File: src/rtl/prefix_bitops.sv
module prefix_bitops (
  input  logic [7:0] op_code,
  input  logic [7:0] operand,
  input  logic [3:0] flags_in,
  input  logic       acc_mode,
  output logic [7:0] result,
  output logic       wr_en,
  output logic [3:0] flags_out,
  output logic [2:0] reg_sel
);
  localparam int FZ = 3;
  localparam int FN = 2;
  localparam int FH = 1;
  localparam int FC = 0;

  localparam logic [1:0] GRP_SHIFT = 2'b00;
  localparam logic [1:0] GRP_TEST  = 2'b01;
  localparam logic [1:0] GRP_CLR   = 2'b10;

  logic [1:0] grp;
  logic [2:0] sub;
  logic       shout;
  logic [7:0] mask;

  assign grp     = op_code[7:6];
  assign sub     = op_code[5:3];
  assign reg_sel = op_code[2:0];
  assign mask    = 8'(1) << sub;

  always_comb begin
    result    = operand;
    wr_en     = 1'b1;
    flags_out = flags_in;
    shout     = 1'b0;
    case (grp)
      GRP_SHIFT: begin
        case (sub)
          3'd0: begin result = {operand[6:0], operand[7]};     shout = operand[7]; end
          3'd1: begin result = {operand[0], operand[7:1]};     shout = operand[0]; end
          3'd2: begin result = {operand[6:0], flags_in[FC]};   shout = operand[7]; end
          3'd3: begin result = {flags_in[FC], operand[7:1]};   shout = operand[0]; end
          3'd4: begin result = {operand[6:0], 1'b0};           shout = operand[7]; end
          3'd5: begin result = {operand[7], operand[7:1]};     shout = operand[0]; end
          3'd6: begin result = {operand[3:0], operand[7:4]};   shout = 1'b0;       end
          default: begin result = {1'b0, operand[7:1]};        shout = operand[0]; end
        endcase
        flags_out[FZ] = (result == 8'h00) && !(acc_mode && !sub[2]);
        flags_out[FN] = 1'b0;
        flags_out[FH] = 1'b0;
        flags_out[FC] = shout;
      end
      GRP_TEST: begin
        wr_en         = 1'b0;
        flags_out[FZ] = ~operand[sub];
        flags_out[FN] = 1'b0;
        flags_out[FH] = 1'b1;
      end
      GRP_CLR: result = operand & ~mask;
      default: result = operand | mask;
    endcase

    if (grp == GRP_SHIFT) begin

      shift_nh_chk: assert (flags_out[FN:FH] == 2'b00);

      if (sub == 3'd0 || sub == 3'd1 || sub == 3'd6)
        circ_pop_chk: assert ($countones(result) == $countones(operand));

      if (acc_mode && sub < 3'd4)
        acc_z_chk: assert (!flags_out[FZ]);

      if (sub == 3'd6)
        swap_c_chk: assert (!flags_out[FC]);
    end

    if (grp == GRP_TEST)
      test_keep_chk: assert (!wr_en && result == operand && flags_out[FC] == flags_in[FC]);

    if (grp == GRP_CLR)
      clr_bit_chk: assert (!result[sub] && flags_out == flags_in);

    if (grp == 2'b11)
      set_bit_chk: assert (result[sub] && flags_out == flags_in);

    if (grp != GRP_TEST)
      wr_on_chk: assert (wr_en);
  end
endmodule

File: config.mk
export PLATFORM = sky130hd
export DESIGN_NAME = prefix_bitops
export DESIGN_NICKNAME = d
export VERILOG_FILES = /design/src/rtl/prefix_bitops.sv
export SDC_FILE = /design/constraint.sdc
export NUM_CORES = 1
export LEC_CHECK = 0
export BUFFER_PORTS_ARGS = -buffer_cell sky130_fd_sc_hd__buf_2
export CAP_MARGIN = 25
export CORE_MARGIN = 2
export CORE_UTILIZATION = 49
export DETAILED_ROUTE_END_ITERATION = 10
export PLACE_DENSITY = 0.86
export SETUP_SLACK_MARGIN = 0.3
export SLEW_MARGIN = 20
export SYNTH_ARGS = -nofsm -noshare
export SYNTH_HDL_FRONTEND = slang
export SYNTH_SLANG_ARGS = --single-unit
File: constraint.sdc
create_clock -name vclk -period 2.2
set_input_delay 0.33 -clock vclk [all_inputs]
set_output_delay 0.33 -clock vclk [all_outputs]
set_load 0.1 [all_outputs]
After elaboration in Yosys (flattened, before gate mapping)
Cells that the tools add are included.

operators by class
  bitwise logic cells = 4
  magnitude comparators = 1
  equal/unequal tests = 8
  shift operators = 1
  muxes and demuxes = 9
  reduce and logical (&&, ||, !) cells = 8

operators with widths
  operator                                                                       number
  8-bit one-hot mux with 7 select lines                                          1
  8-bit one-hot mux with 3 select lines                                          1
  3-bit equality test (second input constant)                                    3
  8-bit bitwise AND                                                              1
  8-bit logical NOT                                                              1
  8-bit 2-to-1 mux                                                               1
  8-bit NOT                                                                      1
  8-bit OR                                                                       1
  1-bit by 3-bit left shift with 8-bit output (first input constant)             1
  3-bit by 2-bit equality test with 1-bit output (second input constant)         2
  3-bit one-hot mux with 2 select lines                                          1
  3-bit by 4-bit less-than comparator with 1-bit output (second input constant)  1
  1-bit binary-select mux with 3-bit select                                      1
  3-bit by 1-bit equality test with 1-bit output (second input constant)         1
  3-bit logical NOT                                                              1
  1-bit 2-to-1 mux                                                               3
  3-bit OR reduction                                                             1
  2-bit by 1-bit equality test with 1-bit output (second input constant)         1
  2-bit equality test (second input constant)                                    1
  1-bit logical AND                                                              2
  1-bit logical NOT                                                              2
  2-bit logical NOT                                                              1
  1-bit one-hot mux with 2 select lines                                          1
  1-bit NOT                                                                      1

word-level totals
  word-level logic and storage cells = 31
  output and inout bits = 16
  register bits after elaboration = 0
  input port bits = 21

Longest topological paths before layout
Gate-level depths: netlist (run 1).

  depth after elaboration = 6
  depth in mapped cells = 7

Worst setup path before layout (run 1)
Ideal clock, no wire load.

  path type = in2out
  start = in op_code[4]
  end = out result[5]
  path buffers = 2
  slack = -1.255 ns
  cell stages on the path = 6
  arrival = 3.125 ns
  cells stage by stage = buf_4 -> clkbuf_1 -> nand3_1 -> a21oi_1 -> a21oi_1 -> o21ai_0

between the ends
  longest elaborated chain between the ends = 4
  elaborated cells between the ends (all ways) = 14
  classes of those cells = 6 x eq/ne; 1 x shift; 3 x mux; 3 x bitwise; 1 x reduce/logical

ends and longest elaborated chain
  item                                                                       RTL line  RTL
  start, declared                                                            2         input logic [7:0] op_code,
  3-bit equality test, or another cell as far along                          37        case (sub)
  8-bit one-hot mux with 7 select lines / 8-bit NOT (equally long branches)  37, 58
  8-bit 2-to-1 mux / 8-bit bitwise AND (equally long branches)               35, 58
  8-bit one-hot mux with 3 select lines *                                    35        case (grp)
  end, declared                                                              6         output logic [7:0] result,

Every way passes the cells marked *; elsewhere a longest branch is shown, timed or not. The select of a mux whose other input is x is not followed.

Worst setup path after layout (run 1)
  start = in op_code[5]
  end = out flags_out[3]

between the ends
  longest elaborated chain between the ends = 6
  elaborated cells between the ends (all ways) = 18
  classes of those cells = 6 x eq/ne; 5 x mux; 1 x bitwise; 6 x reduce/logical

ends and longest elaborated chain
  item                                               RTL line  RTL
  3-bit equality test, or another cell as far along  37
  8-bit one-hot mux with 7 select lines              37
  8-bit 2-to-1 mux                                   35
  8-bit logical NOT                                  47        flags_out[FZ] = (result == 8'h00) && !(acc_mode && !sub[2]);
  1-bit logical AND                                  47
  3-bit one-hot mux with 2 select lines *            35
  end, declared                                      8         output logic [3:0] flags_out,

Marks and branches as above.

==> results of run 1 <==
## worst max-delay path by stage
stage	start	end	slack, ns	cells after the start
floorplan	op_code[6]	result[3]	-0.43	4
CTS	op_code[5]	flags_out[3]	0.15	8
finish	op_code[5]	flags_out[3]	0.03	7
detailed placement	op_code[5]	flags_out[3]	-0.05	7
global route	op_code[3]	flags_out[3]	-0.02	8
global placement	op_code[5]	flags_out[3]	0.02	7
## where the power goes
part	leakage, uW	internal, uW	total (uW)	switching, uW
registers	0	0	0	0
logic	0.000558	171	473	302
clock network	0	0	0	0
## critical path, stage by stage
cell and delay [ns]:
buf_12 0.11, mux2_4 0.32, a221oi_4 0.34, a21oi_4 0.07, nor4_2 0.22, a41o_2 0.27
buf_12 0.17
## metal layers
layer / global-route usage, % / vias to the layer above
met2: 61.2 / 109
met1: 45.8 / 503
met5: 0 / -
li1: - / 481
met3: 3.45 / 18
met4: 7.50 / 0
## final cells by class
| class | instances | area share [%] |
|---|---|---|
| multi-input cells | 95 | 61.0 |
| repair buffers | 47 | 36.6 |
| well taps | 15 | 1.51 |
| inverters | 3 | 0.905 |
## stage by stage
step           TNS (ns)  std cells  power [uW]  util [%]  cell area (um2)
2_1_floorplan     -1.27        112         316         -              798
3_3_place_gp          0        159         392      77.8             1040
3_5_place_dp    -0.0546        159         398      77.8             1040
4_1_cts               0        160         437      87.3             1160
5_1_grt         -0.0169        160         489      93.2             1240
6_report              0        160         473      93.2             1240
## cells by family (layout without fill, tap and decap cells)
logic type,count (synthesis),after routing,synth area share [%]
mux,13,13,19.7
simple gates,43,43,29.6
compound gates,39,39,37.8
buf+inv,17,50,12.9
## synth_stat cells (2+ instances only)
| cell type | number |
|---|---|
| a21oi_1 | 10 |
| a221o_1 | 3 |
| a22oi_1 | 4 |
| and2_1 | 2 |
| buf_2 | 2 |
| buf_4 | 5 |
| clkbuf_1 | 6 |
| inv_1 | 3 |
| mux2_2 | 5 |
| mux2i_1 | 7 |
| nand2_1 | 15 |
| nand2b_1 | 2 |
| nand3_1 | 6 |
| nor2_1 | 7 |
| nor2b_1 | 4 |
| o211ai_1 | 2 |
| o21ai_0 | 8 |
## placed cells by master, fill, tap and decap left out, drive strengths merged, types with 2 or more instances in the layout
cell    count
a21oi      10
a221o       3
a22oi       4
mux2i       7
buf        47
a221oi      2
nor2        7
nand3       6
and2        2
inv         3
mux2        6
o211ai      2
o21ai       8
nand2b      2
nand2      16
nor2b       4
## what timing repair did
action	4_1_cts	5_1_grt
endpoints found under the setup margin	8	9
setup buffers	1	0
hold endpoints to repair	0	0
pin swaps	11	6
resized for setup	32	18
hold buffers	0	0
==> metrics, run 1 <==
routed wl met2 1550 um; crit path time final 2.17 ns; CORE AREA 1330 um2; CP Data Arrival Time 1.84 ns; Slew Limit Headroom 67.5%; total grt overflow 0; worst hold slack 0.660 ns; Seq Cell Count 0; die width 42.3 um; Worst Slack Setup Final 0.0334 ns; full die area 1790 um2; RSZ-0062 raised after global routing true; Post-Syn Area per Cell 6.41 um2; post-synthesis sequential area ratio 0%; Critical Path Sink Type output port; fin. max-slew vios 0; initial core utilization 53.8%; Max rail drop VDD 0.000301 V; share of layout cells above drive strength 1 53.8%; status complete, no violations; leakage 0.000558 uW; GRT Overall Usage 35.0%; synth warn 0; largest area contributor in the netlist mux2i_1; # diodes 0; Routed WL 3300 um; DRT Pass-1 Iters 4; largest net degree at the start of global routing 13; DRT iter0 DRCs 101; clock buf count 0; die height 42.3 um; FMAX 0.462 GHz; top routing layer in use met4; synthesized net count 133; HP Class input port to output port; Critical Path RT 1.87 ns; endpoints failing setup 0; DRC 0; Worst-Margin Slew 0.491 ns; hold path cells 0; met3 wire length 411 um; crit path max fanout 5; Critical Path Source Type input port; Final Cycle Share 98.5%; cells after synthesis 112; pre-CTS WS -0.0546 ns; Rows 13; vias in the first global route 998; antenna violations before repair 0; Met1 Wirelength 1190 um; count of cell types in the netlist 38; area of the multi-input gates 758 um2; Final ANT Viol Nets 0; FF+latch area 0 um2; I/O Pins 37; DR WL/cell 20.6 um; Hold Path Origin op_code[1]; CP Class input port to output port; post-DR vias/cell 6.94; IO buf count 31; area of the mapped netlist 718 um2; vias 1111; final hold violation count 0; RePlAce Congestion 0.919; Worst Hold Path EP reg_sel[1]; Nets 168; Synth area leaders mux2i_1, mux2_2, nand2_1; Area Overhead vs Synth 73.2%; first-pass GRT wire length 5000 um; max-cap violation count 0; top cell type's share of synthesized area 9.76%; DP HPWL 2040 um; Filler cells 51; PwrDens 380 nW/um2
No activity file was read; power rests on OpenSTA's default activity.
==> run 2, diff against run 1 <==
--- a/config.mk
+++ b/config.mk
@@ -6,11 +6,12 @@
 export NUM_CORES = 1
 export LEC_CHECK = 0
 export BUFFER_PORTS_ARGS = -buffer_cell sky130_fd_sc_hd__buf_2
-export CAP_MARGIN = 25
-export CORE_MARGIN = 2
-export CORE_UTILIZATION = 49
+export CELL_PAD_IN_SITES_DETAIL_PLACEMENT = 1
+export CELL_PAD_IN_SITES_GLOBAL_PLACEMENT = 1
+export CORE_MARGIN = 4
+export CORE_UTILIZATION = 32
 export DETAILED_ROUTE_END_ITERATION = 10
-export PLACE_DENSITY = 0.86
+export PLACE_DENSITY_LB_ADDON = 0.1
 export SETUP_SLACK_MARGIN = 0.3
 export SLEW_MARGIN = 20
 export SYNTH_ARGS = -nofsm -noshare
==> run 2 against run 1 <==
Against the previous run: clock-buffer cell count stayed put; wire length is 17% higher; combinational power is 4.9% higher; critical endpoint unchanged; critical path depth stayed put; cell area is 8.4% higher; largest power group unchanged.
==> metrics, run 2 (same netlist as run 1, synthesis figures left out) <==
pre-CTS WS -0.0162 ns (+0.0384 ns); fin. max-slew vios 0 (unchanged); RePlAce Congestion 0.885 (-3.7%); endpoints failing setup 0 (unchanged); clock buf count 0 (unchanged); initial core utilization 35.2% (-19 points); vias 1124 (+1.2%); die height 55.4 um (+31%); hold_buf cts 0 (unchanged); total grt overflow 0 (unchanged); vias in the first global route 1112 (+11%); GRT Overall Usage 21.6% (-13 points); largest net degree at the start of global routing 20 (+7); DP HPWL 2320 um (+14%); Setup TNS 0 ns (unchanged); # diodes 0 (unchanged); Critical Path Source Type input port; Worst Slack Setup Final 0.0646 ns (+0.0312 ns); DR WL/cell 21.5 um (+4.2%); leakage 0.000603 uW (+8.1%); first-pass GRT wire length 5570 um (+11%); Critical Path Sink Type output port; clock power share 0% (unchanged); Slew Limit Headroom 67.7% (+0.24 points); Final ANT Viol Nets 0 (unchanged); CORE AREA 2040 um2 (+53%); worst hold slack 0.660 ns (unchanged); IO buf count 31 (unchanged); die width 55.4 um (+31%); Filler cells 246 (+380%); post-DR vias/cell 6.28 (-9.6%); CP Data Arrival Time 1.81 ns (-0.03 ns); Nets 175 (+4.2%); crit path max fanout 5 (unchanged); full die area 3070 um2 (+71%); Sw Share 62.5% (-1.4 points); Area Overhead vs Synth 87.6%; crit path time final 2.14 ns (-0.0312 ns); Power Internal 186 uW (+9.1%); Final Cycle Share 97.1% (-1.4 points); Max rail drop VDD 0.000272 V (-9.4%); Logic pwr share 100.0% (about the same); DRC 0 (unchanged); share of layout cells above drive strength 1 58.6% (+4.8 points); non-filler instance count after layout 179 (+12%); Worst-Margin Slew 0.487 ns (-0.00369 ns); DRT iter0 DRCs 26 (-74%); area of the multi-input gates 766 um2 (+0.99%); HP Class input port to output port; CP Class input port to output port; RSZ-0062 raised after global routing true; NetSw 310 uW (+2.7%); FMAX 0.468 GHz (+1.5%); antenna violations before repair 0 (unchanged); most common cell after layout, fill and taps aside buf_2; max-cap violation count 0 (unchanged); Routed WL 3850 um (+17%); PwrDens 368 nW/um2 (-3.1%); Seq Cell Count 0 (unchanged); Hold Path Origin op_code[2]; crit path launch op_code[5]; Rows 16 (+3); Placed Cells 170 (+6.9%); Reg power frac 0% (unchanged); Critical Path RT 1.87 ns (about the same); commonest non-fill, non-tap cells in the layout buf_2, buf_4, nand2_1, buf_6, a21oi_1; DRT Pass-1 Iters 4 (unchanged); status complete, no violations; I/O Pins 37 (unchanged); FF+latch area 0 um2 (unchanged); final hold violation count 0 (unchanged)
## run 2: changes by cell type in the layout (fill, tap and decap cells not counted), moves of 2 or more
cell,before,now
nand2_2,1,4
nand2_1,13,11
buf_6,6,11
buf_4,11,15
buf_2,19,17
## run 2: layer usage
metal | vias to the layer above | share of wire [%] | GRT usage [%]
met5 | - | 0 | 0
li1 | 502 | - | -
met2 | 72 | 50 | 38.2
met3 | 6 | 8.1 | 1.40
met4 | 0 | 1.4 | 2.78
met1 | 544 | 41 | 29.0
## run 2: path summary, 6_finish.rpt
kind / depth (start not counted) / slack, ns / to
worst max-delay path: 7 / 0.06 / flags_out[3]
worst min-delay path: 0 / 0.66 / reg_sel[2]
## run 2: timing repair
| action | in CTS | in global routing |
|---|---|---|
| pin swaps | 10 | 9 |
| endpoints found under the setup margin | 7 | 9 |
| gates resized for setup | 42 | 18 |
| setup buffers | 8 | 1 |
## run 2: layout make-up
class | count | area share, %
multi-input combinational | 95 | 56.8
timing repair buffer | 54 | 39.8
tap | 27 | 2.51
inverter | 3 | 0.836
## run 2: per-stage QoR
stage / util (%) / cell area [um2] / total power (uW)
6_report: 66.0 / 1350 / 496
5_1_grt: 66.0 / 1350 / 515
4_1_cts: 62.6 / 1280 / 464
3_3_place_gp: 51.2 / 1040 / 396
3_5_place_dp: 51.2 / 1040 / 402
2_1_floorplan: - / 798 / 316
## run 2: power groups by stage
| stage | clock (uW) | combinational (uW) | sequential (uW) |
|---|---|---|---|
| after floorplan | 0 | 316 | 0 |
| after global placement | 0 | 396 | 0 |
| after detailed placement | 0 | 402 | 0 |
| after CTS | 0 | 464 | 0 |
| after global routing | 0 | 515 | 0 |
| final | 0 | 496 | 0 |
## run 2: critical path: stages
cell	delay (ns)
buf_8	0.11
mux2_4	0.29
a221oi_2	0.26
a21oi_2	0.08
nor4_2	0.29
a41o_2	0.26
buf_12	0.18
==> run 3, diff against run 2 <==
--- a/config.mk
+++ b/config.mk
@@ -5,11 +5,12 @@
 export SDC_FILE = /design/constraint.sdc
 export NUM_CORES = 1
 export LEC_CHECK = 0
+export ABC_AREA = 1
 export BUFFER_PORTS_ARGS = -buffer_cell sky130_fd_sc_hd__buf_2
 export CELL_PAD_IN_SITES_DETAIL_PLACEMENT = 1
 export CELL_PAD_IN_SITES_GLOBAL_PLACEMENT = 1
 export CORE_MARGIN = 4
-export CORE_UTILIZATION = 32
+export CORE_UTILIZATION = 30
 export DETAILED_ROUTE_END_ITERATION = 10
 export PLACE_DENSITY_LB_ADDON = 0.1
 export SETUP_SLACK_MARGIN = 0.3
==> run 3 against run 2 <==
Against the previous run: core utilization decreased by 12 points; wire length decreased by 12%; final cell count increased by 17%; global-route usage decreased by 1.8 points; clock-buffer cell count unchanged; synthesized cell count increased by 36%; power decreased by 4.0%; die area increased by 9.6%; critical path type unchanged; largest cell class unchanged; largest power group unchanged.
==> metrics, run 3 <==
status complete, no violations; largest area contributor in the netlist nand2_1; post-DR vias/cell 5.48 (-13%); commonest non-fill, non-tap cells in the layout nand2_1, buf_2, inv_1, nor2_1, o21ai_0; top cell type's share of synthesized area 20.5% (+11 points); clock buf count 0 (unchanged); IO buf count 31 (unchanged); CP bufs+invs 6 (+4); antenna violations before repair 0 (unchanged); total grt overflow 0 (unchanged); Critical Path RT 1.87 ns (about the same); critical path's slowest cell buf_2; DR WL/cell 16.1 um (-25%); synthesized net count 173 (+30%); Worst Slack Setup Final 0.357 ns (+0.293 ns); Final ANT Viol Nets 0 (unchanged); pre-CTS WS 0.155 ns (+0.171 ns); die width 58.0 um (+4.7%); Post-synth top cells nand2_1, nor2_1, inv_1; post-synthesis compound-gate area fraction 25.4% (-12 points); area of the multi-input gates 728 um2 (-4.9%); crit path time final 1.84 ns (-0.293 ns); critical path's largest stage delay 0.28 ns (about the same); cell depth of the worst setup path 7 (unchanged); first-pass GRT wire length 5360 um (-3.7%); CP top delay family buffers and inverters; Slew Limit Headroom 67.6% (-0.094 points); Worst-Margin Slew 0.489 ns (+0.00142 ns); die height 58.0 um (+4.7%); post-synthesis sequential area ratio 0% (unchanged); crit path max fanout 7 (+2); share of layout cells above drive strength 1 37.9% (-21 points); count leader, synth nand2_1; adder-cell share of the synthesized area 0% (unchanged); initial core utilization 32.6% (-2.5 points); RePlAce Congestion 0.851 (-3.9%); Post-Syn Area per Cell 4.93 um2 (-23%); DRT iter0 DRCs 20 (-23%); Synth area leaders nand2_1, o21ai_0, nor2_1; # diodes 0 (unchanged); I/O Pins 37 (unchanged); vias 1151 (+2.4%); most common cell after layout, fill and taps aside nand2_1; FMAX 0.543 GHz (+16%); full die area 3360 um2 (+9.6%); HP Class input port to output port; vias in the first global route 1155 (+3.9%); Max rail drop VDD 0.000265 V (-2.7%); DRT Pass-1 Iters 4 (unchanged); total chip power 476 uW (-4.0%); Area Overhead vs Synth 65.9%; leakage 0.000618 uW (+2.5%); crit path launch op_code[6]; CP Data Arrival Time 1.51 ns (-0.30 ns); area of the mapped netlist 749 um2 (+4.4%); Finished Core Util 54.1% (-12 points); max-cap violation count 0 (unchanged); Setup TNS 0 ns (unchanged); mux share of post-synthesis cell area 0% (-20 points); CP Capture Point wr_en; XOR/XNOR Fraction of Synth Area 0% (unchanged); Critical Path Source Type input port; Critical Path Sink Type output port; GRT Overall Usage 19.7% (-1.8 points); Rows 17 (+1); Seq Cell Count 0 (unchanged); FF+latch area 0 um2 (unchanged); DP HPWL 2840 um (+22%); Final Cycle Share 83.8% (-13 points); Nets 205 (+17%); largest net degree at the start of global routing 17 (-15%); final hold violation count 0 (unchanged); fin. max-slew vios 0 (unchanged); DRC 0 (unchanged); Filler cells 320 (+30%); endpoints failing setup 0 (unchanged); Placed Cells 206 (+21%); largest family of logic cells by synthesized area simple AND/OR/NAND/NOR gates; count of cell types in the netlist 20 (-47%); CORE AREA 2300 um2 (+12%); synth warn 0 (unchanged); Simple-Gate Fraction of Synth Area 52.8% (+23 points); non-filler instance count after layout 210 (+17%); worst-path cell chain buf_2, inv_2, nor2_4, clkinvlp_4, buf_4, buf_4, buf_2; PwrDens 383 nW/um2 (+4.0%); CP Class input port to output port; RSZ-0062 raised after global routing false; cells after synthesis 152 (+36%); Routed WL 3380 um (-12%)
[run 3: cell count changes after synthesis, sizes merged, moves of 3 or more]
cell	previous run	this run
nand2	16	43
inv	3	23
nor2	7	26
o21ai	8	18
nand3	6	14
mux2i	7	0
a21oi	10	4
clkbuf	6	0
mux2	6	0
a22oi	4	0
nor2b	4	0
o211ai	2	6
a221o	3	0
[run 3: kinds of logic after synthesis]
kind of cell	count (synthesis)
compound gates	32
buf+inv	31
simple gates	89
[run 3: area by class of cell]
cell class	instances	share of cell area [%]
multi-input combinational	121	58.6
timing repair buffer	38	30.8
inverter	23	7.85
tap	28	2.82
[run 3: per-layer routing]
| layer | track usage (%) | vias up | wire length [um] |
|---|---|---|---|
| met3 | 1.78 | 6 | 164 |
| met5 | 0 | - | 0 |
| li1 | - | 556 | - |
| met2 | 35.3 | 40 | 1700 |
| met4 | 3.64 | 0 | 44 |
| met1 | 25.6 | 549 | 1460 |
[run 3: what timing repair did]
item                                    4_1_cts  5_1_grt
endpoints found under the setup margin        9       11
setup buffers                                 1        3
endpoints found under the hold margin         0        0
pin swaps                                     0        4
resized for setup                             3       28
gates cloned                                  0        0
hold buffers                                  0        0
[run 3: how the worst min path moves through the flow]
stage | start | endpoint | slack [ns] | cells after the start
6_report | op_code[0] | reg_sel[0] | 0.66 | 0
2_1_floorplan | op_code[0] | reg_sel[0] | 0.87 | 1
3_5_place_dp | op_code[0] | reg_sel[0] | 0.66 | 0
4_1_cts | op_code[0] | reg_sel[0] | 0.66 | 0
5_1_grt | op_code[0] | reg_sel[0] | 0.66 | 0
3_3_place_gp | op_code[0] | reg_sel[0] | 0.66 | 0
[run 3: where the power goes]
group / switching (uW) / total [uW] / internal, uW
registers: 0 / 0 / 0
logic: 323 / 476 / 154
clock network: 0 / 0 / 0
[run 3: stage by stage]
stage | hold WS [ns] | area [um2]
2_1_floorplan | 0.872 | 868
3_3_place_gp | 0.661 | 1130
3_5_place_dp | 0.661 | 1130
4_1_cts | 0.661 | 1140
5_1_grt | 0.660 | 1240
6_report | 0.660 | 1240
